==> src/rtl/bus_seq_pkg.sv <==
package bus_seq_pkg;

  typedef enum logic [2:0] {
    KIND_FETCH = 3'd0,
    KIND_MEMRD = 3'd1,
    KIND_MEMWR = 3'd2,
    KIND_IORD  = 3'd3,
    KIND_IOWR  = 3'd4
  } cycKind_e;

  localparam logic [2:0] KIND_MAX = 3'd4;

  // strobes from the control to the datapath
  typedef struct packed {
    logic       active;      // inside the T-states
    logic       addrPhase;   // T1
    logic       readPhase;   // read strobe low
    logic       writePhase;  // write strobe low
    logic       ioSel;       // cycle targets I/O space
    logic [1:0] status;      // {s1,s0}
    logic       load;        // capture the request
    logic       loadIo;      // request is an I/O cycle
    logic       sample;      // capture read data at this edge
  } seqStrobe_t;

endpackage

==> src/rtl/busSeqCtrl.sv <==
module busSeqCtrl
  import bus_seq_pkg::*;
#(
  parameter int FETCH_T = 4,
  parameter int XFER_T  = 3
) (
  input  logic       clk,
  input  logic       rst,
  input  logic       reqValid,
  input  logic [2:0] reqKind,
  output seqStrobe_t strobe,
  output logic       busy,
  output logic       done
);

  localparam int CNT_W = $clog2(FETCH_T + 1);
  localparam logic [CNT_W-1:0] FETCH_LAST = CNT_W'(FETCH_T);
  localparam logic [CNT_W-1:0] XFER_LAST  = CNT_W'(XFER_T);
  localparam logic [CNT_W-1:0] FIRST_T    = CNT_W'(1);
  localparam logic [CNT_W-1:0] DATA_FIRST = CNT_W'(2);

  logic [CNT_W-1:0] tIdx;   // 0 = idle, else T-state number
  cycKind_e         kindQ;
  logic             doneQ;
  logic             accept;
  logic             reqIsIo;
  logic [CNT_W-1:0] lastT;
  logic             isRead;
  logic             isWrite;
  logic             dataPhase;

  assign accept  = reqValid && (reqKind <= KIND_MAX) && (tIdx == '0);
  assign reqIsIo = (reqKind == KIND_IORD) || (reqKind == KIND_IOWR);
  assign lastT   = (kindQ == KIND_FETCH) ? FETCH_LAST : XFER_LAST;

  always_ff @(posedge clk) begin
    if (rst) begin
      tIdx  <= '0;
      kindQ <= KIND_FETCH;
      doneQ <= 1'b0;
    end else begin
      doneQ <= 1'b0;
      if (accept) begin
        tIdx  <= FIRST_T;
        kindQ <= cycKind_e'(reqKind);
      end else if (tIdx != '0) begin
        if (tIdx == lastT) begin
          tIdx  <= '0;
          doneQ <= 1'b1;
        end else begin
          tIdx <= tIdx + FIRST_T;
        end
      end
    end
  end

  assign isRead    = (kindQ == KIND_FETCH) || (kindQ == KIND_MEMRD) || (kindQ == KIND_IORD);
  assign isWrite   = (kindQ == KIND_MEMWR) || (kindQ == KIND_IOWR);
  assign dataPhase = (tIdx >= DATA_FIRST) && (tIdx <= XFER_LAST);

  always_comb begin
    strobe.active     = (tIdx != '0);
    strobe.addrPhase  = (tIdx == FIRST_T);
    strobe.readPhase  = dataPhase && isRead;
    strobe.writePhase = dataPhase && isWrite;
    strobe.ioSel      = (kindQ == KIND_IORD) || (kindQ == KIND_IOWR);
    if (kindQ == KIND_FETCH)  strobe.status = 2'b11;
    else if (isRead)          strobe.status = 2'b10;
    else                      strobe.status = 2'b01;
    strobe.load       = accept;
    strobe.loadIo     = accept && reqIsIo;
    strobe.sample     = (tIdx == XFER_LAST) && isRead;
  end

  assign busy = (tIdx != '0);
  assign done = doneQ;

  AST_DONE_AFTER_CYCLE: assert property (@(posedge clk) disable iff (rst)
    done |-> (!busy && $past(busy)));

  AST_ACCEPT_STARTS_T1: assert property (@(posedge clk) disable iff (rst)
    accept |=> strobe.addrPhase);

  AST_KIND_HELD_BUSY: assert property (@(posedge clk) disable iff (rst)
    busy |=> $stable(kindQ));

endmodule

==> src/rtl/busSeqDatapath.sv <==
module busSeqDatapath
  import bus_seq_pkg::*;
#(
  parameter int DATA_W = 8
) (
  input  logic                  clk,
  input  logic                  rst,
  input  seqStrobe_t            strobe,
  input  logic [2*DATA_W-1:0]   reqAddr,
  input  logic [DATA_W-1:0]     reqWrData,
  input  logic [DATA_W-1:0]     adIn,
  output logic                  ale,
  output logic [DATA_W-1:0]     adOut,
  output logic                  adOe,
  output logic [DATA_W-1:0]     highAddr,
  output logic                  ioMemN,
  output logic                  rdN,
  output logic                  wrN,
  output logic                  s1,
  output logic                  s0,
  output logic [DATA_W-1:0]     rdData
);

  localparam int ADDR_W = 2 * DATA_W;

  logic [ADDR_W-1:0] addrQ;
  logic [DATA_W-1:0] wrDataQ;
  logic [DATA_W-1:0] rdDataQ;

  always_ff @(posedge clk) begin
    if (rst) begin
      addrQ   <= '0;
      wrDataQ <= '0;
      rdDataQ <= '0;
    end else begin
      if (strobe.load) begin
        addrQ   <= strobe.loadIo ? {reqAddr[DATA_W-1:0], reqAddr[DATA_W-1:0]} : reqAddr;
        wrDataQ <= reqWrData;
      end
      if (strobe.sample) begin
        rdDataQ <= adIn;
      end
    end
  end

  always_comb begin
    ale      = strobe.addrPhase;
    adOe     = strobe.addrPhase || strobe.writePhase;
    if (strobe.addrPhase)       adOut = addrQ[DATA_W-1:0];
    else if (strobe.writePhase) adOut = wrDataQ;
    else                        adOut = '0;
    highAddr = strobe.active ? addrQ[ADDR_W-1:DATA_W] : '0;
    ioMemN   = strobe.active ? strobe.ioSel : 1'b1;
    rdN      = !strobe.readPhase;
    wrN      = !strobe.writePhase;
    {s1, s0} = strobe.active ? strobe.status : 2'b00;
  end

  assign rdData = rdDataQ;

  AST_RD_WR_EXCL: assert property (@(posedge clk) disable iff (rst)
    !rdN |-> wrN);

  AST_RD_RELEASES_BUS: assert property (@(posedge clk) disable iff (rst)
    !rdN |-> !adOe);

  AST_WR_DRIVES_BUS: assert property (@(posedge clk) disable iff (rst)
    !wrN |-> adOe);

  AST_ALE_SINGLE: assert property (@(posedge clk) disable iff (rst)
    ale |=> !ale);

  AST_HIGH_ADDR_STABLE: assert property (@(posedge clk) disable iff (rst)
    (strobe.active && !strobe.addrPhase) |-> $stable(highAddr));

  AST_RDATA_HOLD: assert property (@(posedge clk) disable iff (rst)
    !strobe.sample |=> $stable(rdData));

endmodule

==> src/rtl/busSeqTop.sv <==
module busSeqTop
  import bus_seq_pkg::*;
(
  input  logic        clk,
  input  logic        rst,
  input  logic        reqValid,
  input  logic [2:0]  reqKind,
  input  logic [15:0] reqAddr,
  input  logic [7:0]  reqWrData,
  output logic        busy,
  output logic        done,
  output logic [7:0]  rdData,
  output logic        ale,
  output logic [7:0]  adOut,
  output logic        adOe,
  input  logic [7:0]  adIn,
  output logic [7:0]  highAddr,
  output logic        ioMemN,
  output logic        rdN,
  output logic        wrN,
  output logic        s1,
  output logic        s0
);

  seqStrobe_t strobe;

  busSeqCtrl #(.FETCH_T(4), .XFER_T(3)) uCtrl (
    .clk(clk), .rst(rst), .reqValid(reqValid), .reqKind(reqKind),
    .strobe(strobe), .busy(busy), .done(done)
  );

  busSeqDatapath #(.DATA_W(8)) uPath (
    .clk(clk), .rst(rst), .strobe(strobe), .reqAddr(reqAddr),
    .reqWrData(reqWrData), .adIn(adIn), .ale(ale), .adOut(adOut),
    .adOe(adOe), .highAddr(highAddr), .ioMemN(ioMemN), .rdN(rdN),
    .wrN(wrN), .s1(s1), .s0(s0), .rdData(rdData)
  );

endmodule

==> config.mk <==
export PLATFORM = sky130hd
export DESIGN_NAME = busSeqTop
export DESIGN_NICKNAME = d
export VERILOG_FILES = /design/src/rtl/bus_seq_pkg.sv /design/src/rtl/busSeqCtrl.sv /design/src/rtl/busSeqDatapath.sv /design/src/rtl/busSeqTop.sv
export SDC_FILE = /design/constraint.sdc
export NUM_CORES = 1
export LEC_CHECK = 0
export BUFFER_PORTS_ARGS = -buffer_cell sky130_fd_sc_hd__buf_2
export CORE_MARGIN = 10
export CORE_UTILIZATION = 50
export CTS_BUF_LIST = sky130_fd_sc_hd__clkbuf_8
export DETAILED_ROUTE_END_ITERATION = 10
export PLACE_DENSITY = 0.77
export SLEW_MARGIN = 10
export SYNTH_ARGS = -nofsm -noshare
export SYNTH_HDL_FRONTEND = slang
export SYNTH_HIERARCHICAL = 1
export SYNTH_SLANG_ARGS = --single-unit
export TNS_END_PERCENT = 20
==> constraint.sdc <==
create_clock -name clk -period 2.7 [get_ports clk]
set_input_delay 0.27 -clock clk [delete_from_list [all_inputs] [get_ports clk]]
set_output_delay 0.27 -clock clk [all_outputs]
set_load 0.01 [all_outputs]
==> impl_metrics.tcl, run 1 <==
set metrics [dict create \
    dp_slack_ns 0.622 \
    hold_buffers 0 \
    cts-htree-levels 2 \
    fp.dieH_um 81.8 \
    worst-setup-path-type "reg2out" \
    worstSetupEndpointType "output port" \
    diodes 0 \
    total_leakage_power_nw 1.03 \
    worstHoldPathType "in2reg" \
    clk_root_buffer_cell "sky130_fd_sc_hd__clkbuf_8" \
    report.final.slew_viol_count 0 \
    fmax_mhz 418 \
    layout_worst_path_cycle_share_pct 88.5 \
    die_area_um2 6680 \
    clock_latency_ns 0.28 \
    gr-usage-all-layers_pct 13.5 \
    yosys_warnings 6 \
    grt_pass1_vias 1531 \
    synth-main-ff-cell "sky130_fd_sc_hd__dfxtp_1" \
    fin_area_um2 2320 \
    cts_num_sinks 39 \
    timing.max_cap.violations 0 \
    grt_start_max_net_pins 37 \
    worst_setup_hold_path_clk_slew_ns 0.07 \
    number_of_failing_setup_endpoints_in_the_final_timing_report 0 \
    top_fanout_value_on_the_critical_path 18 \
    detail_route.drc_violations 0 \
    vdd.ir_drop.worst_v 0.000465 \
    critical_path_required_ns 2.43 \
    die-width_um 81.8 \
    initial_core_util_pct 52.1 \
    final.hold.worst_slack_ns 0.221 \
    tightest_slew_ns 1.01 \
    worstSetupStartpointType "flip-flop" \
    worst_slew_margin_rel_pct 32.5 \
    vias 1607 \
    place.gp.congestion 0.781 \
    postCtsResizedCells 0 \
    fp-row-count 22 \
    hpwl_um 3550 \
    synth.cell_area_um2 1910 \
    rr_startpoint "uCtrl/tIdx[0]$_SDFFE_PP0P_" \
    tritoncts_clock_tree "yes" \
    finalSetupTns_ns 0 \
    synthesis.instances 216 \
    area_growth_pct 21.5 \
    area_used_by_sequential_logic_in_the_layout_um2 781 \
    startpoint "uCtrl/tIdx[1]$_SDFFE_PP0P_" \
    final_antenna_net_count 0 \
    synth_async_sr_flop_share_pct 0 \
    ctsLongestPathBuffers 2 \
    cts_setup_buffers 0 \
    grt_remaining_overflow 0 \
    synth_nets 259 \
    final-hold-violation-count 0 \
    power_density_nw_per_um2 625 \
    place.port_buffers 70 \
    synth.ff_latch_count 39 \
    setup_repair_after_global_routing_missed_its_margin "no" \
    syn_area_per_cell_um2 8.83 \
    post_drt_wl_per_cell_um 14.0 \
    hold_path_startpoint "adIn[7]" \
    most_frequent_standard_cell_in_the_layout_excluding_fill_and_tap_cells "sky130_fd_sc_hd__buf_2" \
    drt-total-wl_um 4620 \
    first_pass_detailed_route_iteration_total 4 \
    antenna_found_initial 0 \
    timing.clock.skew_ns 0.00270 \
    grt_pass1_wl_um 7200 \
    final.min_clock_period_ns 2.39 \
    num_io_pins 71 \
    part_of_the_yosys_area_used_for_sequential_elements_pct 40.9 \
    fin_ws_ns 0.310 \
    cp_data_arrival_time_ns 2.12 \
    status "completed" \
    layout.nets 323 \
    cts_buffers 5 \
    drt_first_iter_violations 101 \
    synth_edf_count 0 \
    drive_above_1_share_pct 29.9 \
    final_cell_mix "sky130_fd_sc_hd__buf_2, sky130_fd_sc_hd__dfxtp_1, sky130_fd_sc_hd__mux2i_1, sky130_fd_sc_hd__nor2_1, sky130_fd_sc_hd__nand2_1" \
    synth.lib_cells_used.distinct 27 \
    detail_route.vias_per_cell 4.88 \
    final.fill_count 328 \
    core_area_um2 3660 \
    post_dp_cell_area_um2 2230 \
    total_area_of_multi_input_combinational_cells_um2 991 \
]
## per-layer routing
layer | vias up | track usage (%) | share of wire (%)
met1 | 717 | 16.4 | 43
met5 | - | 0 | 0
met4 | 0 | 3.74 | 0.74
li1 | 843 | - | -
met2 | 43 | 22.5 | 49
met3 | 4 | 4.15 | 7.4
## kinds of logic after synthesis
logic type	count (synthesis)	synth area share (%)
mux	35	18.4
flops	39	40.9
fa+ha+maj	5	3.28
xor+xnor	1	0.459
compound gates	28	9.38
simple gates	84	20.4
buf+inv	24	7.15
## layout make-up
| class | instances | share of cell area [%] |
|---|---|---|
| clock buffers | 5 | 2.97 |
| multi-input cells | 153 | 42.8 |
| repair buffers | 73 | 16.1 |
| flip-flops and latches | 39 | 33.7 |
| clock inverters | 3 | 0.540 |
| inverters | 8 | 1.30 |
| well taps | 48 | 2.59 |
## final timing paths
path,end,slack (ns),cells past startpoint
min,uPath/rdData[7]$_SDFFE_PP0P_,0.22,3
max,adOut[3],0.31,5
min reg2reg,uPath/addrQ[15]$_SDFFE_PP0P_,0.48,2
max reg2reg,uPath/addrQ[2]$_SDFFE_PP0P_,0.61,7
## registers in the layout, summed over array words and instances, names as in the netlist
register,count
uPath/addrQ,16
uCtrl/done,1
uPath/wrDataQ,8
uCtrl/kindQ,3
uCtrl/tIdx,3
uPath/rdData,8
## cells in the mapped netlist, types with 2 or more instances
master | number | area share, %
sky130_fd_sc_hd__a21oi_1 | 6 | 1.6
sky130_fd_sc_hd__nor2_1 | 33 | 6.5
sky130_fd_sc_hd__a211oi_1 | 8 | 3.1
sky130_fd_sc_hd__and2_1 | 11 | 3.6
sky130_fd_sc_hd__nor3_1 | 2 | 0.52
sky130_fd_sc_hd__o21ai_0 | 10 | 2.6
sky130_fd_sc_hd__clkbuf_1 | 4 | 0.79
sky130_fd_sc_hd__nor2b_1 | 4 | 1.3
sky130_fd_sc_hd__buf_4 | 5 | 2.0
sky130_fd_sc_hd__ha_1 | 5 | 3.3
sky130_fd_sc_hd__and3_1 | 2 | 0.66
sky130_fd_sc_hd__mux2i_1 | 35 | 18
sky130_fd_sc_hd__or3_4 | 2 | 1.2
sky130_fd_sc_hd__nand2b_1 | 2 | 0.66
sky130_fd_sc_hd__inv_1 | 8 | 1.6
sky130_fd_sc_hd__nand2_1 | 25 | 4.9
sky130_fd_sc_hd__buf_6 | 3 | 1.8
sky130_fd_sc_hd__buf_2 | 4 | 1.0
sky130_fd_sc_hd__dfxtp_1 | 39 | 41
## stage by stage
stage	utilization (%)	total power [W]	instances
after floorplan	-	0.000990	216
after global placement	61.0	0.00110	321
after detailed placement	61.0	0.00110	321
after CTS	63.3	0.00146	329
after global routing	63.3	0.00153	329
final	63.3	0.00145	329
## power breakdown
group	switching [W]	total, W	internal, W
Combinational	0.000237	0.000417	0.000181
Sequential	0.0000389	0.000668	0.000629
Clock	0.000187	0.000361	0.000174
Total	0.000463	0.00145	0.000984
## critical path: stages (launching register included)
cell,delay [ns]
sky130_fd_sc_hd__dfxtp_1,0.37
sky130_fd_sc_hd__inv_1,0.12
sky130_fd_sc_hd__ha_1,0.14
sky130_fd_sc_hd__nor2b_1,0.79
sky130_fd_sc_hd__o21ai_0,0.23
sky130_fd_sc_hd__buf_2,0.19
(Power assumes the default switching activity.)
==> run 2, diff against run 1 <==
- CELL_PAD_IN_SITES_DETAIL_PLACEMENT: default -> 1
- CELL_PAD_IN_SITES_GLOBAL_PLACEMENT: default -> 1
- CORE_UTILIZATION: 50 -> 39
- PLACE_DENSITY: 0.77 -> 0.82
==> run 2 against run 1 <==
Die area is 21% higher. Worst setup slack worse by 0.042 ns. Wire length is 13% higher. First-iteration DRC count is 72% lower. Largest power group unchanged.
==> impl_metrics.tcl, run 2 (synthesized netlist as in run 1, its figures left out) <==
set metrics [dict create \
    power.sequential.fraction_pct 44.2 \
    first_pass_detailed_route_iteration_total 4 \
    clk_root_buffer_cell "sky130_fd_sc_hd__clkbuf_8" \
    rr_startpoint "uCtrl/tIdx[0]$_SDFFE_PP0P_" \
    number_of_failing_setup_endpoints_in_the_final_timing_report 0 \
    vias 1663 \
    layout_worst_path_cycle_share_pct 90.1 \
    tritoncts_clock_tree "yes" \
    antenna_found_initial 0 \
    timing.max_cap.violations 0 \
    num_io_pins 71 \
    vdd.ir_drop.worst_v 0.000347 \
    place.port_buffers 70 \
    final_std_cells_w_o_fill 349 \
    worstHoldPathType "in2reg" \
    drive_above_1_share_pct 30.9 \
    initial_core_util_pct 40.4 \
    final-hold-violation-count 0 \
    placed_cells_incl_taps 341 \
    switchingPower_w 0.000494 \
    detail_route.drc_violations 0 \
    layout.nets 324 \
    final_core_util_pct 50.0 \
    grt_start_max_net_pins 28 \
    dp_slack_ns 0.455 \
    worst_slew_margin_rel_pct 58.5 \
    detail_route.vias_per_cell 4.77 \
    gr-usage-all-layers_pct 12.9 \
    hold_buffers 0 \
    diodes 0 \
    power_density_nw_per_um2 639 \
    largest_reg_flops 16 \
    fp-row-count 25 \
    worstSetupEndpointType "output port" \
    report.final.slew_viol_count 0 \
    cts_num_sinks 39 \
    drt-total-wl_um 5200 \
    drt_first_iter_violations 28 \
    critPathSlowestCell "sky130_fd_sc_hd__dfxtp_1" \
    clock_latency_ns 0.29 \
    postCtsResizedCells 0 \
    most_frequent_standard_cell_in_the_layout_excluding_fill_and_tap_cells "sky130_fd_sc_hd__buf_2" \
    top_register "uPath/addrQ" \
    worst_path_largest_cell_delay_ns 0.43 \
    timing.clock.skew_ns 0.00806 \
    worst-setup-path-type "reg2out" \
    final_antenna_net_count 0 \
    hpwl_um 4110 \
    final.min_clock_period_ns 2.43 \
    clock_power_share_pct 27.6 \
    final.hold.worst_slack_ns 0.209 \
    startpoint "uCtrl/tIdx[0]$_SDFFE_PP0P_" \
    fin_ws_ns 0.268 \
    top_fanout_value_on_the_critical_path 10 \
    area_growth_pct 24.0 \
    grt_pass1_vias 1802 \
    cts_setup_buffers 0 \
    cts-htree-levels 2 \
    grt_remaining_overflow 0 \
    die-width_um 89.9 \
    finalSetupTns_ns 0 \
    cp_top_family "buffers and inverters" \
    ctsLongestPathBuffers 2 \
    fmax_mhz 411 \
    worstSetupStartpointType "flip-flop" \
    die_area_um2 8090 \
    cp_data_arrival_time_ns 2.16 \
    total_leakage_power_nw 1.04 \
    core_area_um2 4720 \
    setup_repair_after_global_routing_missed_its_margin "no" \
    place.gp.congestion 0.741 \
    internal_pwr_total_w 0.00102 \
    power.share.combinational_pct 28.2 \
    status "completed" \
    grt_pass1_wl_um 8820 \
    final_cell_mix "sky130_fd_sc_hd__buf_2, sky130_fd_sc_hd__dfxtp_1, sky130_fd_sc_hd__mux2i_1, sky130_fd_sc_hd__nor2_1, sky130_fd_sc_hd__nand2_1" \
    path_cells "inv_1, ha_1, o32ai_1, nor3_1, buf_4, or2_2, buf_2" \
    worst_setup_hold_path_clk_slew_ns 0.08 \
    tightest_slew_ns 0.620 \
    fp.dieH_um 89.9 \
    critical_path_required_ns 2.43 \
    critical_path_buf_inv_count 3 \
    cts_buffers 5 \
    hold_path_startpoint "reqWrData[4]" \
    sw_frac_of_total_pct 32.7 \
    post_drt_wl_per_cell_um 14.9 \
]
## run 2: changes by cell type in the layout (fill, tap and decap cells not counted)
cell	change
sky130_fd_sc_hd__buf_4	+1
sky130_fd_sc_hd__clkinv_4	+1
sky130_fd_sc_hd__nor2b_2	+1
sky130_fd_sc_hd__clkbuf_8	+1
sky130_fd_sc_hd__clkinv_2	-1
sky130_fd_sc_hd__inv_1	-1
sky130_fd_sc_hd__nor2b_1	-1
## run 2: path summary, 6_finish.rpt
kind / endpoint / slack [ns] / cells past startpoint
setup / recovery: adOe / 0.27 / 7
setup reg to reg: uPath/addrQ[11]$_SDFFE_PP0P_ / 0.42 / 7
hold reg to reg: uPath/rdData[5]$_SDFFE_PP0P_ / 0.49 / 2
hold / removal: uPath/wrDataQ[4]$_SDFFE_PP0P_ / 0.21 / 3
## run 2: worst min-delay path, delay by kind of cell
kind | cells | cell delay, ns
buffers and inverters | 1 | 0.08
and+or+nand+nor | 1 | 0.07
muxes | 1 | 0.06
## run 2: area by class of cell
| type | count | area [um2] |
|---|---|---|
| Multi-Input combinational cell | 153 | 993 |
| Clock buffer | 6 | 82.6 |
| Inverter | 8 | 30.0 |
| Fill cell | 616 | 2360 |
| Sequential cell | 39 | 781 |
| Tap cell | 67 | 83.8 |
| Timing Repair Buffer | 74 | 380 |
| Clock inverter | 2 | 12.5 |
## run 2: through the flow
step	area (um2)	power (W)
finish	2360	0.00151
global placement	2270	0.00110
detailed placement	2270	0.00111
floorplan	1910	0.000990
global route	2360	0.00162
CTS	2360	0.00152
## run 2: routing by layer
layer | GRT usage [%] | routed length [um] | vias to the layer above
met1 | 14.3 | 2260 | 767
li1 | - | - | 849
met4 | 3.58 | 36 | 0
met5 | 0 | 0 | -
met3 | 4.82 | 322 | 3
met2 | 22.5 | 2590 | 44
## run 2: power groups by stage
stage | registers (W) | logic [W] | clock network (W)
finish | 0.000668 | 0.000427 | 0.000417
global route | 0.000678 | 0.000483 | 0.000455
CTS | 0.000668 | 0.000433 | 0.000422
detailed placement | 0.000681 | 0.000432 | 0
global placement | 0.000679 | 0.000423 | 0
floorplan | 0.000673 | 0.000317 | 0
==> run 3, diff against run 2 <==
- CORE_UTILIZATION: 39 -> 33
- PLACE_DENSITY: 0.82 -> 0.74
- REMOVE_ABC_BUFFERS: default -> 1
- clock period: 2.7 -> 1.99 ns (I/O delays scaled with it)
==> run 3 against run 2 <==
Largest cell class unchanged. Clock-buffer cell count fell by 1. Critical path depth up 2. Worst setup slack got worse by 0.33 ns. Register-to-register slack lost 0.33 ns. Clock power rose by 25%. First-iteration DRC count rose by 75%. Sequential share of layout area is 2.4 points lower. Via count is 3.4% higher. Sequential power rose by 35%. Worst hold slack lost 0.063 ns. The flow now finishes with violations (negative setup slack).
==> impl_metrics.tcl, run 3 (synthesized netlist as in run 1, its figures left out) <==
set metrics [dict create \
    diodes 0 \
    r2r_cells 9 \
    placed_cells_incl_taps 351 \
    total_leakage_power_nw 1.11 \
    worst_setup_hold_path_clk_slew_ns 0.08 \
    violations "negative setup slack" \
    sw_frac_of_total_pct 33.0 \
    regToRegSetupSlack_ns 0.09 \
    top_fanout_value_on_the_critical_path 5 \
    num_io_pins 71 \
    cts-htree-levels 2 \
    clk_root_buffer_cell "sky130_fd_sc_hd__clkbuf_8" \
    total_area_of_multi_input_combinational_cells_um2 1080 \
    rr_startpoint "uCtrl/tIdx[1]$_SDFFE_PP0P_" \
    reg2reg_to "uPath/addrQ[13]$_SDFFE_PP0P_" \
    worstHoldPathType "in2reg" \
    core_area_um2 5540 \
    die_area_um2 9220 \
    final_cell_mix "sky130_fd_sc_hd__buf_2, sky130_fd_sc_hd__dfxtp_1, sky130_fd_sc_hd__mux2i_1, sky130_fd_sc_hd__nor2_1, sky130_fd_sc_hd__nand2_1" \
    worst-setup-path-type "reg2out" \
    worstSetupEndpointType "output port" \
    clock_latency_ns 0.29 \
    grt_pass1_wl_um 9090 \
    area_used_by_sequential_logic_in_the_layout_um2 787 \
    worstSetupStartpointType "flip-flop" \
    top_register "uPath/addrQ" \
    post_drt_wl_per_cell_um 15.6 \
    grt_pass1_vias 1865 \
    grt_remaining_overflow 0 \
    drt-total-wl_um 5650 \
    clock_power_share_pct 23.8 \
    cts_num_sinks 39 \
    power_density_nw_per_um2 854 \
    drive_above_1_share_pct 37.8 \
    most_frequent_standard_cell_in_the_layout_excluding_fill_and_tap_cells "sky130_fd_sc_hd__buf_2" \
    worst_slew_margin_rel_pct 67.5 \
    timing.max_cap.violations 0 \
    ctsLongestPathBuffers 2 \
    final.fill_count 681 \
    area_growth_pct 34.6 \
    first_pass_detailed_route_iteration_total 4 \
    power.share.combinational_pct 34.9 \
    detail_route.drc_violations 0 \
    vdd.ir_drop.worst_v 0.000468 \
    layout.nets 333 \
    switchingPower_w 0.000723 \
    fin_ws_ns -0.0642 \
    final.min_clock_period_ns 2.05 \
    antenna_found_initial 0 \
    place.port_buffers 70 \
    setup_repair_after_global_routing_missed_its_margin "yes" \
    cp_data_arrival_time_ns 1.86 \
    fp-row-count 27 \
    gr-usage-all-layers_pct 12.4 \
    timing.clock.skew_ns 0.00356 \
    setup.worst_path.end "adOut[1]" \
    final-hold-violation-count 0 \
    vias 1719 \
    final_antenna_net_count 0 \
    final.hold.worst_slack_ns 0.146 \
    report.final.slew_viol_count 0 \
    tightest_slew_ns 0.488 \
    status "finished with violations" \
    number_of_failing_setup_endpoints_in_the_final_timing_report 9 \
    tritoncts_clock_tree "yes" \
    largest_reg_flops 16 \
    fp.dieH_um 96.0 \
    place.gp.congestion 0.766 \
    hpwl_um 4110 \
    power.sequential.fraction_pct 41.3 \
    die-width_um 96.0 \
    startpoint "uCtrl/tIdx[0]$_SDFFE_PP0P_" \
    critical_path_required_ns 1.79 \
    initial_core_util_pct 34.4 \
    fmax_mhz 487 \
    grt_start_max_net_pins 25 \
    final_std_cells_w_o_fill 363 \
    layout_worst_path_cycle_share_pct 103 \
    detail_route.vias_per_cell 4.74 \
    internal_pwr_total_w 0.00147 \
    cts_buffers 5 \
    drt_first_iter_violations 49 \
]
run 3: cell type report:
type / count / share of cell area (%)
clock buffers: 5 / 2.68
clock inverters: 3 / 0.634
inverters: 8 / 1.17
multi-input cells: 153 / 42.1
flip-flops and latches: 39 / 30.7
well taps: 72 / 3.51
repair buffers: 83 / 19.3
run 3: worst min-delay path by stage:
stage                       startpoint                            end  depth (start not counted)
after floorplan                    rst     uCtrl/tIdx[1]$_SDFFE_PP0P_                          1
after global placement    reqWrData[7]  uPath/wrDataQ[7]$_SDFFE_PP0P_                          3
after global routing           adIn[1]   uPath/rdData[1]$_SDFFE_PP0P_                          3
final                          adIn[5]   uPath/rdData[5]$_SDFFE_PP0P_                          3
after detailed placement       adIn[5]   uPath/rdData[5]$_SDFFE_PP0P_                          3
after CTS                      adIn[5]   uPath/rdData[5]$_SDFFE_PP0P_                          3
run 3: critical path, stage by stage, from the launching register on:
cell and delay [ns]:
sky130_fd_sc_hd__dfxtp_2 0.36, sky130_fd_sc_hd__buf_6 0.13, sky130_fd_sc_hd__ha_4 0.13, sky130_fd_sc_hd__ha_4 0.13, sky130_fd_sc_hd__o32ai_4 0.09, sky130_fd_sc_hd__nor3_4 0.22
sky130_fd_sc_hd__buf_6 0.17, sky130_fd_sc_hd__nand2_1 0.06, sky130_fd_sc_hd__o21ai_1 0.11, sky130_fd_sc_hd__buf_2 0.15
run 3: power groups by stage:
stage | clock network (W) | logic, W | registers [W]
floorplan | 0 | 0.000366 | 0.000913
global placement | 0 | 0.000642 | 0.000912
detailed placement | 0 | 0.000663 | 0.000914
CTS | 0.000546 | 0.000772 | 0.000904
global route | 0.000576 | 0.000851 | 0.000915
finish | 0.000522 | 0.000764 | 0.000905
run 3: layer usage:
| metal | track usage [%] | up-vias | share of wire [%] |
|---|---|---|---|
| met5 | 0 | - | 0 |
| met4 | 2.95 | 0 | 0.94 |
| met3 | 5.53 | 4 | 9.0 |
| met2 | 21.3 | 50 | 48 |
| met1 | 13.8 | 797 | 42 |
| li1 | - | 868 | - |
run 3: metrics by stage:
| step | util (%) | total power [W] | area (um2) | TNS (ns) | setup WS [ns] |
|---|---|---|---|---|---|
| after floorplan | - | 0.00128 | 1800 | -15.04 | -1.10 |
| after global placement | 41.9 | 0.00155 | 2320 | 0 | 0.0208 |
| after detailed placement | 41.9 | 0.00158 | 2320 | -1.02 | -0.112 |
| after CTS | 46.2 | 0.00222 | 2560 | -0.534 | -0.0652 |
| after global routing | 46.3 | 0.00234 | 2570 | -2.35 | -0.202 |
| final | 46.3 | 0.00219 | 2570 | -0.443 | -0.0642 |
run 3: repair_timing:
action / in CTS / in global routing
pin swaps: 6 / 0
hold buffers: 0 / 0
resized for setup: 36 / 2
cloned: 1 / 0
buffers inserted: 3 / 0
setup endpoints to repair: 43 / 40
